==> src/rtl/cse_pkg.sv <==
package cse_pkg;
   typedef enum logic [2:0] {
      PH_IDLE,
      PH_APPLY,
      PH_SETTLE,
      PH_CHECK,
      PH_DONE
   } phase_t;
endpackage

==> src/rtl/cse_step_store.sv <==
module cse_step_store #(
   parameter int IN_W  = 3,
   parameter int OUT_W = 3,
   parameter int DEPTH = 16,
   localparam int AW   = $clog2(DEPTH)
) (
   input  logic             clk,
   input  logic             rst_n,
   input  logic             wr_en,
   input  logic [AW-1:0]    wr_addr,
   input  logic [IN_W-1:0]  wr_stim,
   input  logic [OUT_W-1:0] wr_exp,
   input  logic [AW-1:0]    rd_addr,
   output logic [IN_W-1:0]  rd_stim,
   output logic [OUT_W-1:0] rd_exp
);
   if (DEPTH != (1 << AW)) begin : g_depth_chk
      $error("cse_step_store: DEPTH must be a power of two");
   end

   logic [IN_W-1:0]  stim_q [DEPTH];
   logic [OUT_W-1:0] exp_q  [DEPTH];

   always_ff @(posedge clk or negedge rst_n) begin
      if (!rst_n) begin
         for (int i = 0; i < DEPTH; i++) begin
            stim_q[i] <= '0;
            exp_q[i]  <= '0;
         end
      end else begin
         for (int i = 0; i < DEPTH; i++) begin
            if (wr_en && (wr_addr == AW'(i))) begin
               stim_q[i] <= wr_stim;
               exp_q[i]  <= wr_exp;
            end
         end
      end
   end

   assign rd_stim = stim_q[rd_addr];
   assign rd_exp  = exp_q[rd_addr];
endmodule

==> src/rtl/cse_settle_timer.sv <==
module cse_settle_timer #(
   parameter int W = 8
) (
   input  logic         clk,
   input  logic         rst_n,
   input  logic         load,
   input  logic [W-1:0] load_val,
   output logic         expired
);
   if (W < 1) begin : g_w_chk
      $error("cse_settle_timer: W must be at least 1");
   end

   logic [W-1:0] cnt_q;

   always_ff @(posedge clk or negedge rst_n) begin
      if (!rst_n)              cnt_q <= '0;
      else if (load)           cnt_q <= load_val;
      else if (cnt_q != '0)    cnt_q <= cnt_q - W'(1);
   end

   assign expired = (cnt_q == '0);


   count_down_chk: assert property (@(posedge clk) disable iff (!rst_n)
      (!load && cnt_q != '0) |=> (cnt_q == $past(cnt_q) - W'(1)));
endmodule

==> src/rtl/cse_obs_sync.sv <==
module cse_obs_sync #(
   parameter int W      = 3,
   parameter int STAGES = 2
) (
   input  logic         clk,
   input  logic         rst_n,
   input  logic [W-1:0] d,
   output logic [W-1:0] q
);
   if (STAGES < 0) begin : g_stage_chk
      $error("cse_obs_sync: STAGES must not be negative");
   end

   if (STAGES == 0) begin : g_bypass
      assign q = d;
   end else begin : g_chain
      logic [W-1:0] pipe_q [STAGES];
      always_ff @(posedge clk or negedge rst_n) begin
         if (!rst_n) begin
            for (int i = 0; i < STAGES; i++) pipe_q[i] <= '0;
         end else begin
            pipe_q[0] <= d;
            for (int i = 1; i < STAGES; i++) pipe_q[i] <= pipe_q[i-1];
         end
      end
      assign q = pipe_q[STAGES-1];
   end
endmodule

==> src/rtl/cse_verdict_log.sv <==
module cse_verdict_log #(
   parameter int OUT_W = 3,
   parameter int AW    = 4,
   localparam int CW   = AW + 1
) (
   input  logic             clk,
   input  logic             rst_n,
   input  logic             clr,
   input  logic             cmp_en,
   input  logic [AW-1:0]    idx,
   input  logic [OUT_W-1:0] exp_val,
   input  logic [OUT_W-1:0] obs_val,
   output logic             miss,
   output logic             first_vld,
   output logic [AW-1:0]    first_idx,
   output logic [OUT_W-1:0] first_exp,
   output logic [OUT_W-1:0] first_obs,
   output logic [CW-1:0]    miss_cnt
);
   assign miss = cmp_en && (exp_val != obs_val);

   always_ff @(posedge clk or negedge rst_n) begin
      if (!rst_n) begin
         first_vld <= 1'b0;
         first_idx <= '0;
         first_exp <= '0;
         first_obs <= '0;
         miss_cnt  <= '0;
      end else if (clr) begin
         first_vld <= 1'b0;
         first_idx <= '0;
         first_exp <= '0;
         first_obs <= '0;
         miss_cnt  <= '0;
      end else if (miss) begin
         if (!first_vld) begin
            first_vld <= 1'b1;
            first_idx <= idx;
            first_exp <= exp_val;
            first_obs <= obs_val;
         end
         if (miss_cnt != '1) miss_cnt <= miss_cnt + CW'(1);
      end
   end


   first_keep_chk: assert property (@(posedge clk) disable iff (!rst_n)
      (first_vld && !clr) |=> (first_vld && $stable(first_idx) && $stable(first_exp)
                               && $stable(first_obs)));


   cnt_step_chk: assert property (@(posedge clk) disable iff (!rst_n)
      !clr |=> (miss_cnt == $past(miss_cnt) || miss_cnt == $past(miss_cnt) + CW'(1)));
endmodule

==> src/rtl/conf_step_exec.sv <==
module conf_step_exec #(
   parameter int IN_W         = 3,
   parameter int OUT_W        = 3,
   parameter int DEPTH        = 16,
   parameter int SETTLE_W     = 8,
   parameter int SYNC_STAGES  = 2,
   parameter int HALT_ON_FAIL = 0,
   localparam int AW          = $clog2(DEPTH),
   localparam int CW          = AW + 1
) (
   input  logic                clk,
   input  logic                rst_n,
   input  logic                wr_en,
   input  logic [AW-1:0]       wr_addr,
   input  logic [IN_W-1:0]     wr_stim,
   input  logic [OUT_W-1:0]    wr_expect,
   input  logic [AW-1:0]       last_step,
   input  logic [SETTLE_W-1:0] settle_cycles,
   input  logic                start,
   output logic [IN_W-1:0]     dut_in,
   input  logic [OUT_W-1:0]    dut_out,
   output logic                busy,
   output logic                done,
   output logic                run_pass,
   output logic                fail_seen,
   output logic [AW-1:0]       fail_step,
   output logic [OUT_W-1:0]    fail_expect,
   output logic [OUT_W-1:0]    fail_observed,
   output logic [CW-1:0]       mismatch_count
);
   import cse_pkg::*;

   if (IN_W < 1 || OUT_W < 1) begin : g_width_chk
      $error("conf_step_exec: valuation widths must be at least 1");
   end
   if (HALT_ON_FAIL != 0 && HALT_ON_FAIL != 1) begin : g_halt_chk
      $error("conf_step_exec: HALT_ON_FAIL must be 0 or 1");
   end

   phase_t               phase_q;
   logic [AW-1:0]        step_idx;
   logic [AW-1:0]        last_q;
   logic [SETTLE_W-1:0]  settle_q;
   logic [IN_W-1:0]      drive_q;
   logic                 reached_q;
   logic [IN_W-1:0]      rd_stim;
   logic [OUT_W-1:0]     rd_exp;
   logic [OUT_W-1:0]     obs_sync;
   logic                 expired;
   logic                 miss;
   logic                 stop_now;
   logic                 accept;

   assign accept = start && (phase_q == PH_IDLE || phase_q == PH_DONE);

   cse_step_store #(.IN_W(IN_W), .OUT_W(OUT_W), .DEPTH(DEPTH)) u_store (
      .clk     (clk),
      .rst_n   (rst_n),
      .wr_en   (wr_en),
      .wr_addr (wr_addr),
      .wr_stim (wr_stim),
      .wr_exp  (wr_expect),
      .rd_addr (step_idx),
      .rd_stim (rd_stim),
      .rd_exp  (rd_exp)
   );

   cse_settle_timer #(.W(SETTLE_W)) u_timer (
      .clk      (clk),
      .rst_n    (rst_n),
      .load     (phase_q == PH_APPLY),
      .load_val (settle_q),
      .expired  (expired)
   );

   cse_obs_sync #(.W(OUT_W), .STAGES(SYNC_STAGES)) u_sync (
      .clk   (clk),
      .rst_n (rst_n),
      .d     (dut_out),
      .q     (obs_sync)
   );

   cse_verdict_log #(.OUT_W(OUT_W), .AW(AW)) u_log (
      .clk       (clk),
      .rst_n     (rst_n),
      .clr       (accept),
      .cmp_en    (phase_q == PH_CHECK),
      .idx       (step_idx),
      .exp_val   (rd_exp),
      .obs_val   (obs_sync),
      .miss      (miss),
      .first_vld (fail_seen),
      .first_idx (fail_step),
      .first_exp (fail_expect),
      .first_obs (fail_observed),
      .miss_cnt  (mismatch_count)
   );

   if (HALT_ON_FAIL == 1) begin : g_halt
      assign stop_now = miss;
   end else begin : g_cont
      assign stop_now = 1'b0;
   end

   always_ff @(posedge clk or negedge rst_n) begin
      if (!rst_n) begin
         phase_q   <= PH_IDLE;
         step_idx  <= '0;
         last_q    <= '0;
         settle_q  <= '0;
         drive_q   <= '0;
         reached_q <= 1'b0;
      end else begin
         case (phase_q)
            PH_IDLE, PH_DONE: begin
               if (start) begin
                  settle_q  <= settle_cycles;
                  last_q    <= last_step;
                  step_idx  <= '0;
                  reached_q <= 1'b0;
                  phase_q   <= PH_APPLY;
               end
            end
            PH_APPLY: begin
               drive_q <= rd_stim;
               phase_q <= PH_SETTLE;
            end
            PH_SETTLE: begin
               if (expired) phase_q <= PH_CHECK;
            end
            PH_CHECK: begin
               if (step_idx == last_q) begin
                  reached_q <= 1'b1;
                  phase_q   <= PH_DONE;
               end else if (stop_now) begin
                  phase_q   <= PH_DONE;
               end else begin
                  step_idx  <= step_idx + AW'(1);
                  phase_q   <= PH_APPLY;
               end
            end
            default: phase_q <= PH_IDLE;
         endcase
      end
   end

   assign dut_in   = drive_q;
   assign busy     = (phase_q == PH_APPLY) || (phase_q == PH_SETTLE) || (phase_q == PH_CHECK);
   assign done     = (phase_q == PH_DONE);
   assign run_pass = done && reached_q && (mismatch_count == '0);


   stim_hold_chk: assert property (@(posedge clk) disable iff (!rst_n)
      (phase_q == PH_SETTLE) |=> $stable(dut_in));


   pass_chk: assert property (@(posedge clk) disable iff (!rst_n)
      run_pass |-> (done && !fail_seen && mismatch_count == '0));


   busy_start_chk: assert property (@(posedge clk) disable iff (!rst_n)
      busy |=> !(phase_q == PH_APPLY && step_idx == '0));


   done_hold_chk: assert property (@(posedge clk) disable iff (!rst_n)
      (done && !start) |=> done);
endmodule

==> config.mk <==
export PLATFORM = sky130hd
export DESIGN_NAME = conf_step_exec
export DESIGN_NICKNAME = d
export VERILOG_FILES = /design/src/rtl/cse_pkg.sv /design/src/rtl/cse_step_store.sv /design/src/rtl/cse_settle_timer.sv /design/src/rtl/cse_obs_sync.sv /design/src/rtl/cse_verdict_log.sv /design/src/rtl/conf_step_exec.sv
export SDC_FILE = /design/constraint.sdc
export NUM_CORES = 1
export LEC_CHECK = 0
export BUFFER_PORTS_ARGS = -buffer_cell sky130_fd_sc_hd__buf_2
export CORE_MARGIN = 5
export CORE_UTILIZATION = 60
export DETAILED_ROUTE_END_ITERATION = 7
export HOLD_SLACK_MARGIN = 0.1
export PLACE_DENSITY_LB_ADDON = 0.25
export SYNTH_ARGS = -nofsm -noshare
export SYNTH_HDL_FRONTEND = slang
export SYNTH_HIERARCHICAL = 1
export SYNTH_SLANG_ARGS = --single-unit
==> constraint.sdc <==
create_clock -name clk -period 3 [get_ports clk]
set_input_delay 0.9 -clock clk [delete_from_list [all_inputs] [get_ports clk]]
set_output_delay 0.9 -clock clk [all_outputs]
set_load 0.02 [all_outputs]
# == Word-level counts from Yosys, hierarchy flattened ==
# Cells that the tools add are included.
# op_classes
add_sub_neg,3
magnitude_cmp,1
n_eq_ne,27
mux,32
n_bitwise,1
n_reduce_logical,39
# op_table
operator,count
$mux W3,13
$eq A4 B4 Y1 const B,8
$bmux W3 S4,2
$logic_and A1 B1 Y1,20
$mux W4,5
$eq A4 B3 Y1 const B,4
$mux W8,2
$mux W5,3
$pmux W3 S4,1
$ne A2 B2 Y1 const B,5
$eq A4 B2 Y1 const B,2
$logic_not A8 Y1,1
$pmux W4 S2,1
$reduce_and A2 Y1,4
$reduce_bool A2 Y1,4
$reduce_bool A8 Y1,1
$sub A8 B1 Y8 const B,1
$eq A3 B2 Y1 const B,2
$reduce_and A3 Y1,2
$add A5 B1 Y5 const B,1
$ge A5 B5 Y1 const B,1
$logic_not A5 Y1,1
$ne A5 B5 Y1 const B,1
$not A4 Y5,1
other kinds (12),17
# word_totals
ff_bits,149
elab_cells,149

# == Longest topological paths before layout ==
# logic_depth
depth_word,8
ltp_mapped,10
mapped_depth_nobuf,7

# == Cells and area by module ==
# The synthesis kept the hierarchy.
# modules_own_cells
module,instances,cells_each,area_per_inst_um2,seq_area_each_um2
cse_step_store,1,281,4375.4,2402.3
conf_step_exec,1,78,1011.0,575.6
cse_verdict_log,1,63,753.2,400.4
cse_settle_timer,1,54,476.7,200.2
cse_obs_sync,1,9,172.7,150.1

# == Worst setup path after synthesis ==
# No wires, ideal clock.
# synth_timing
path_kind,reg2reg
start,reg step_idx[0]
end,reg u_log.first_exp[0]
setup_ns,0.132
arrival_ns,2.604
required_ns,2.868
setup_slack_ns,0.264
stages_incl_launch_ff,11
cell_sequence,dfrtp_1 buf_2 buf_2 mux4_2 a22oi_1 nand2_1 xnor2_1 a311oi_1 buf_4 mux2i_1 nor2_1
# synth_between
elab_chain_len,8
elab_cells_between_ends,11
# synth_lines
item,line_no,rtl
"start, declared",conf_step_exec.sv:41,logic [AW-1:0] step_idx;
"start signal, assigned",conf_step_exec.sv:138,step_idx <= step_idx + AW'(1);
$not A4 Y5 (implied by the code) *,cse_step_store.sv:41,assign rd_exp = exp_q[rd_addr];
$bmux W3 S4 *,cse_step_store.sv:41,
$mux W3 (implied by the code) * (2 in a row),cse_step_store.sv:41,
named net rd_exp[0],conf_step_exec.sv:47,logic [OUT_W-1:0] rd_exp;
$ne A3 B3 Y1,cse_verdict_log.sv:20,assign miss = cmp_en && (exp_val != obs_val);
$logic_and A1 B1 Y1,cse_verdict_log.sv:20,
$reduce_bool A2 Y1 (no line),-,
$reduce_and A2 Y1 (no line),-,
"end signal, assigned",cse_verdict_log.sv:39,first_exp <= exp_val;
"end, declared",cse_verdict_log.sv:16,"output logic [OUT_W-1:0] first_exp,"
# Mark *: on every way through the listed nets, which the timed path passes. The rest lies on a longest branch. The select of a mux whose other input is x is not followed.
# A chain may end at the register's enable or synchronous reset.

# == Worst setup path after layout ==
# layout_timing
start,reg step_idx[1]
end,reg u_log.miss_cnt[4]
# layout_between
elab_chain_len,8
# layout_lines
item,line_no,rtl
$not A4 Y5 (implied by the code),cse_step_store.sv:41,
$bmux W3 S4,cse_step_store.sv:41,
$mux W3 (implied by the code) (2 in a row),cse_step_store.sv:41,
named net rd_exp[0],conf_step_exec.sv:47,
$ne A3 B3 Y1,cse_verdict_log.sv:20,
$logic_and A1 B1 Y1,cse_verdict_log.sv:20,
$reduce_bool A2 Y1 (no line),-,
$reduce_and A2 Y1 (no line),-,
"end signal, assigned",cse_verdict_log.sv:42,if (miss_cnt != '1) miss_cnt <= miss_cnt + CW'(1);
"end, declared",cse_verdict_log.sv:18,output logic [CW-1:0] miss_cnt
# The timed path passes the listed nets, and every way through them passes these cells. The select of a mux whose other input is x is not followed.

==> impl_metrics.tcl <==
set metrics [dict create \
    r2r_cells 7 \
    ant_nets 0 \
    die-width_um 116 \
    io_pins 51 \
    critPathCaptureType "register" \
    drt_iter0_drc 243 \
    combPwrFrac_pct 28.6 \
    synthTopCellsByCount "dfrtp_1 (149), mux2_2 (99), nor2_1 (29)" \
    netlist_area_um2 6790 \
    worstPathRequired_ns 3.28 \
    clockBufferDepth 2 \
    place_hpwl_um 9440 \
    htree_num_levels 4 \
    regToRegStartpoint "step_idx[1]" \
    grt_pass1_vias 4411 \
    hold_violations 0 \
    p_int_mw 5.37 \
    avgSynthCellArea_um2 14.0 \
    drv_cap 0 \
    irDropWorstVdd_uv 616 \
    die_area_um2 13500 \
    fin_crit_ns 2.82 \
    whs_path_depth 0 \
    synth_edf_count 0 \
    synth_nets 518 \
    grt_start_max_net_pins 60 \
    cts_made_buffers 17 \
    period_share_pct 94.1 \
    grt_pass1_wl_um 23000 \
    final.setup.worst_slack_ns 0.178 \
    async_reset_ff_share_pct 100 \
    dp_slack_ns 0.227 \
    r2r_setup_slack_ns 0.18 \
    tightest_slew_ns 0.716 \
    ys_ff_latch 149 \
    viasPerCell 6.02 \
    seq_area_frac_synth_pct 54.9 \
    critPathKind "reg -> reg" \
    synth_top_area_share_pct 54.9 \
    clk-insertion-delay-late_ns 0.42 \
    rows 38 \
    globalRouteOverflowTotal 0 \
    reg2reg_to "u_log/miss_cnt[4]" \
    start_util_pct 61.8 \
    utilization_pct 71.7 \
    num_vias 4159 \
    critPathLaunchType "register" \
    crit_arrival_ns 3.10 \
    worstPathMaxFanout 14 \
    synth_area_leaders "dfrtp_1 (55%), mux2_2 (16%), mux4_2 (8.0%)" \
    whs_endpoint "u_sync/q[0]" \
    cts_tree "yes" \
    yosysUniqueCellTypes 58 \
    report.final.slew_viol_count 0 \
    clk_transition_reported_paths_ns 0.06 \
    cts_hold_buf 0 \
    ys_warn_count 6 \
    coreArea_um2 11000 \
    maxSlewHeadroom_pct 52.1 \
    power.leakage_nw 3.48 \
    root_buffer "clkbuf_16" \
    run_status "completed" \
    synth_most_common_cell "dfrtp_1" \
    place_area_um2 7180 \
    tns_ns 0 \
    avgRoutedWirePerCell_um 20.2 \
    n_antenna_cell 0 \
    track_usage_pct 22.6 \
    min_path_type "reg -> reg" \
    num-fill-cells 725 \
    worstHoldStart "u_sync/g_chain.pipe_q[3]" \
    seqPwrFrac_pct 39.3 \
    setup_viol 0 \
    antenna_found_initial 0 \
    max_freq_mhz 354 \
    drive_gt1_share_pct 41.7 \
    yosys.area.top_type "dfrtp_1" \
    die_height_um 116 \
    final_area_um2 7880 \
    power_switching_mw 2.32 \
    area_delta_synth_final_pct 16.1 \
    routed_wl_um 13900 \
    fin_nets 571 \
    drc 0 \
    port_buffers 50 \
    place_congestion 0.803 \
    syn_inst 485 \
    clockPowerShare_pct 32.0 \
    cts_sinks 149 \
    fin_skew_ns 0.00717 \
    swShare_pct 30.2 \
    rsz0062_at_grt "false" \
    dr.pass1.iters 5 \
    synthFlopType "dfrtp_1" \
    power.density_nw_per_um2 977 \
]
[power groups by stage]
| stage | Combinational [mW] | Sequential [mW] | Clock [mW] |
|---|---|---|---|
| after floorplan | 1.63 | 2.98 | 0 |
| after global placement | 2.11 | 3.02 | 0 |
| after detailed placement | 2.20 | 3.05 | 0 |
| after CTS | 2.22 | 3.02 | 2.51 |
| after global routing | 2.40 | 3.11 | 2.60 |
| final | 2.20 | 3.03 | 2.47 |
[what timing repair did]
action / 4_1_cts / 5_1_grt
resized for setup: 0 / 1
endpoints found under the setup margin: 0 / 1
buffers inserted: 0 / 0
[kinds of logic after synthesis]
family | synth area share [%]
adders and majority gates | 0.737
xor gates and xnor gates | 1.42
AOI/OAI and AO/OA | 5.20
muxes | 28.3
buffers and inverters | 2.51
DFF | 54.9
and+or+nand+nor | 6.91
[layer usage]
layer | vias up | share of wire, % | global-route usage, %
met3 | 22 | 4.9 | 4.82
met5 | - | 0 | 0
met1 | 2147 | 44 | 30.3
met4 | 0 | 2.0 | 9.82
met2 | 97 | 49 | 35.8
li1 | 1893 | - | -
[worst max path at each step]
stage                              end         from  depth (start not counted)
floorplan           u_log/first_exp[0]  step_idx[0]                         10
global placement    u_log/first_idx[0]  step_idx[0]                          8
detailed placement  u_log/first_idx[2]  step_idx[0]                          8
CTS                  u_log/miss_cnt[4]  step_idx[0]                          7
global route         u_log/miss_cnt[4]  step_idx[0]                          7
finish               u_log/miss_cnt[4]  step_idx[1]                          7
[cell usage in the layout, fill, tap and decap left out, types with 4 or more instances in the layout]
master	n
inv_1	8
mux2_2	99
xnor2_1	7
clkbuf_16	17
bufinv_16	7
mux4_2	24
nand2b_1	4
a22oi_1	12
dfrtp_1	148
nand2_1	19
mux2_1	13
nor3_1	4
nand3b_1	5
mux2i_1	12
xor2_1	4
ha_1	4
nor2_1	29
buf_4	10
buf_2	49
o21ai_0	6
clkinv_2	4
nor4_1	4
or3_1	4
nand3_1	5
a21oi_1	6
[metrics by stage]
stage,hold WS [ns],power (mW),cells
2_1_floorplan,0.331,4.61,485
3_5_place_dp,0.341,5.24,659
3_3_place_gp,0.332,5.13,659
6_report,0.349,7.70,691
4_1_cts,0.355,7.75,691
5_1_grt,0.364,8.10,691
[critical path, cell delays in order (launching register included)]
cell and delay [ns]:
dfrtp_1 0.73, mux4_2 0.40, a22oi_1 0.30, nand2_1 0.14
xnor2_1 0.21, a311oi_4 0.50, mux2i_1 0.30, nor2_1 0.08
[registers in the layout, indices dropped and copies added (netlist names), 4 cells and up]
| name | cells |
|---|---|
| u_store/stim_q | 48 |
| last_q | 4 |
| settle_q | 8 |
| u_log/first_idx | 4 |
| u_store/exp_q | 48 |
| u_log/miss_cnt | 5 |
| step_idx | 4 |
| u_timer/cnt_q | 8 |
[layout make-up]
| cell class | instances | area, µm² | area share [%] |
|---|---|---|---|
| Tap cell | 140 | 175 | 2.22 |
| Timing Repair Buffer | 61 | 352 | 4.46 |
| Clock buffer | 18 | 439 | 5.57 |
| Clock inverter | 14 | 255 | 3.24 |
| Sequential cell | 149 | 3730 | 47.4 |
| Multi-Input combinational cell | 301 | 2900 | 36.8 |
| Inverter | 8 | 30.0 | 0.381 |
Power figures use the tool's default switching activity.
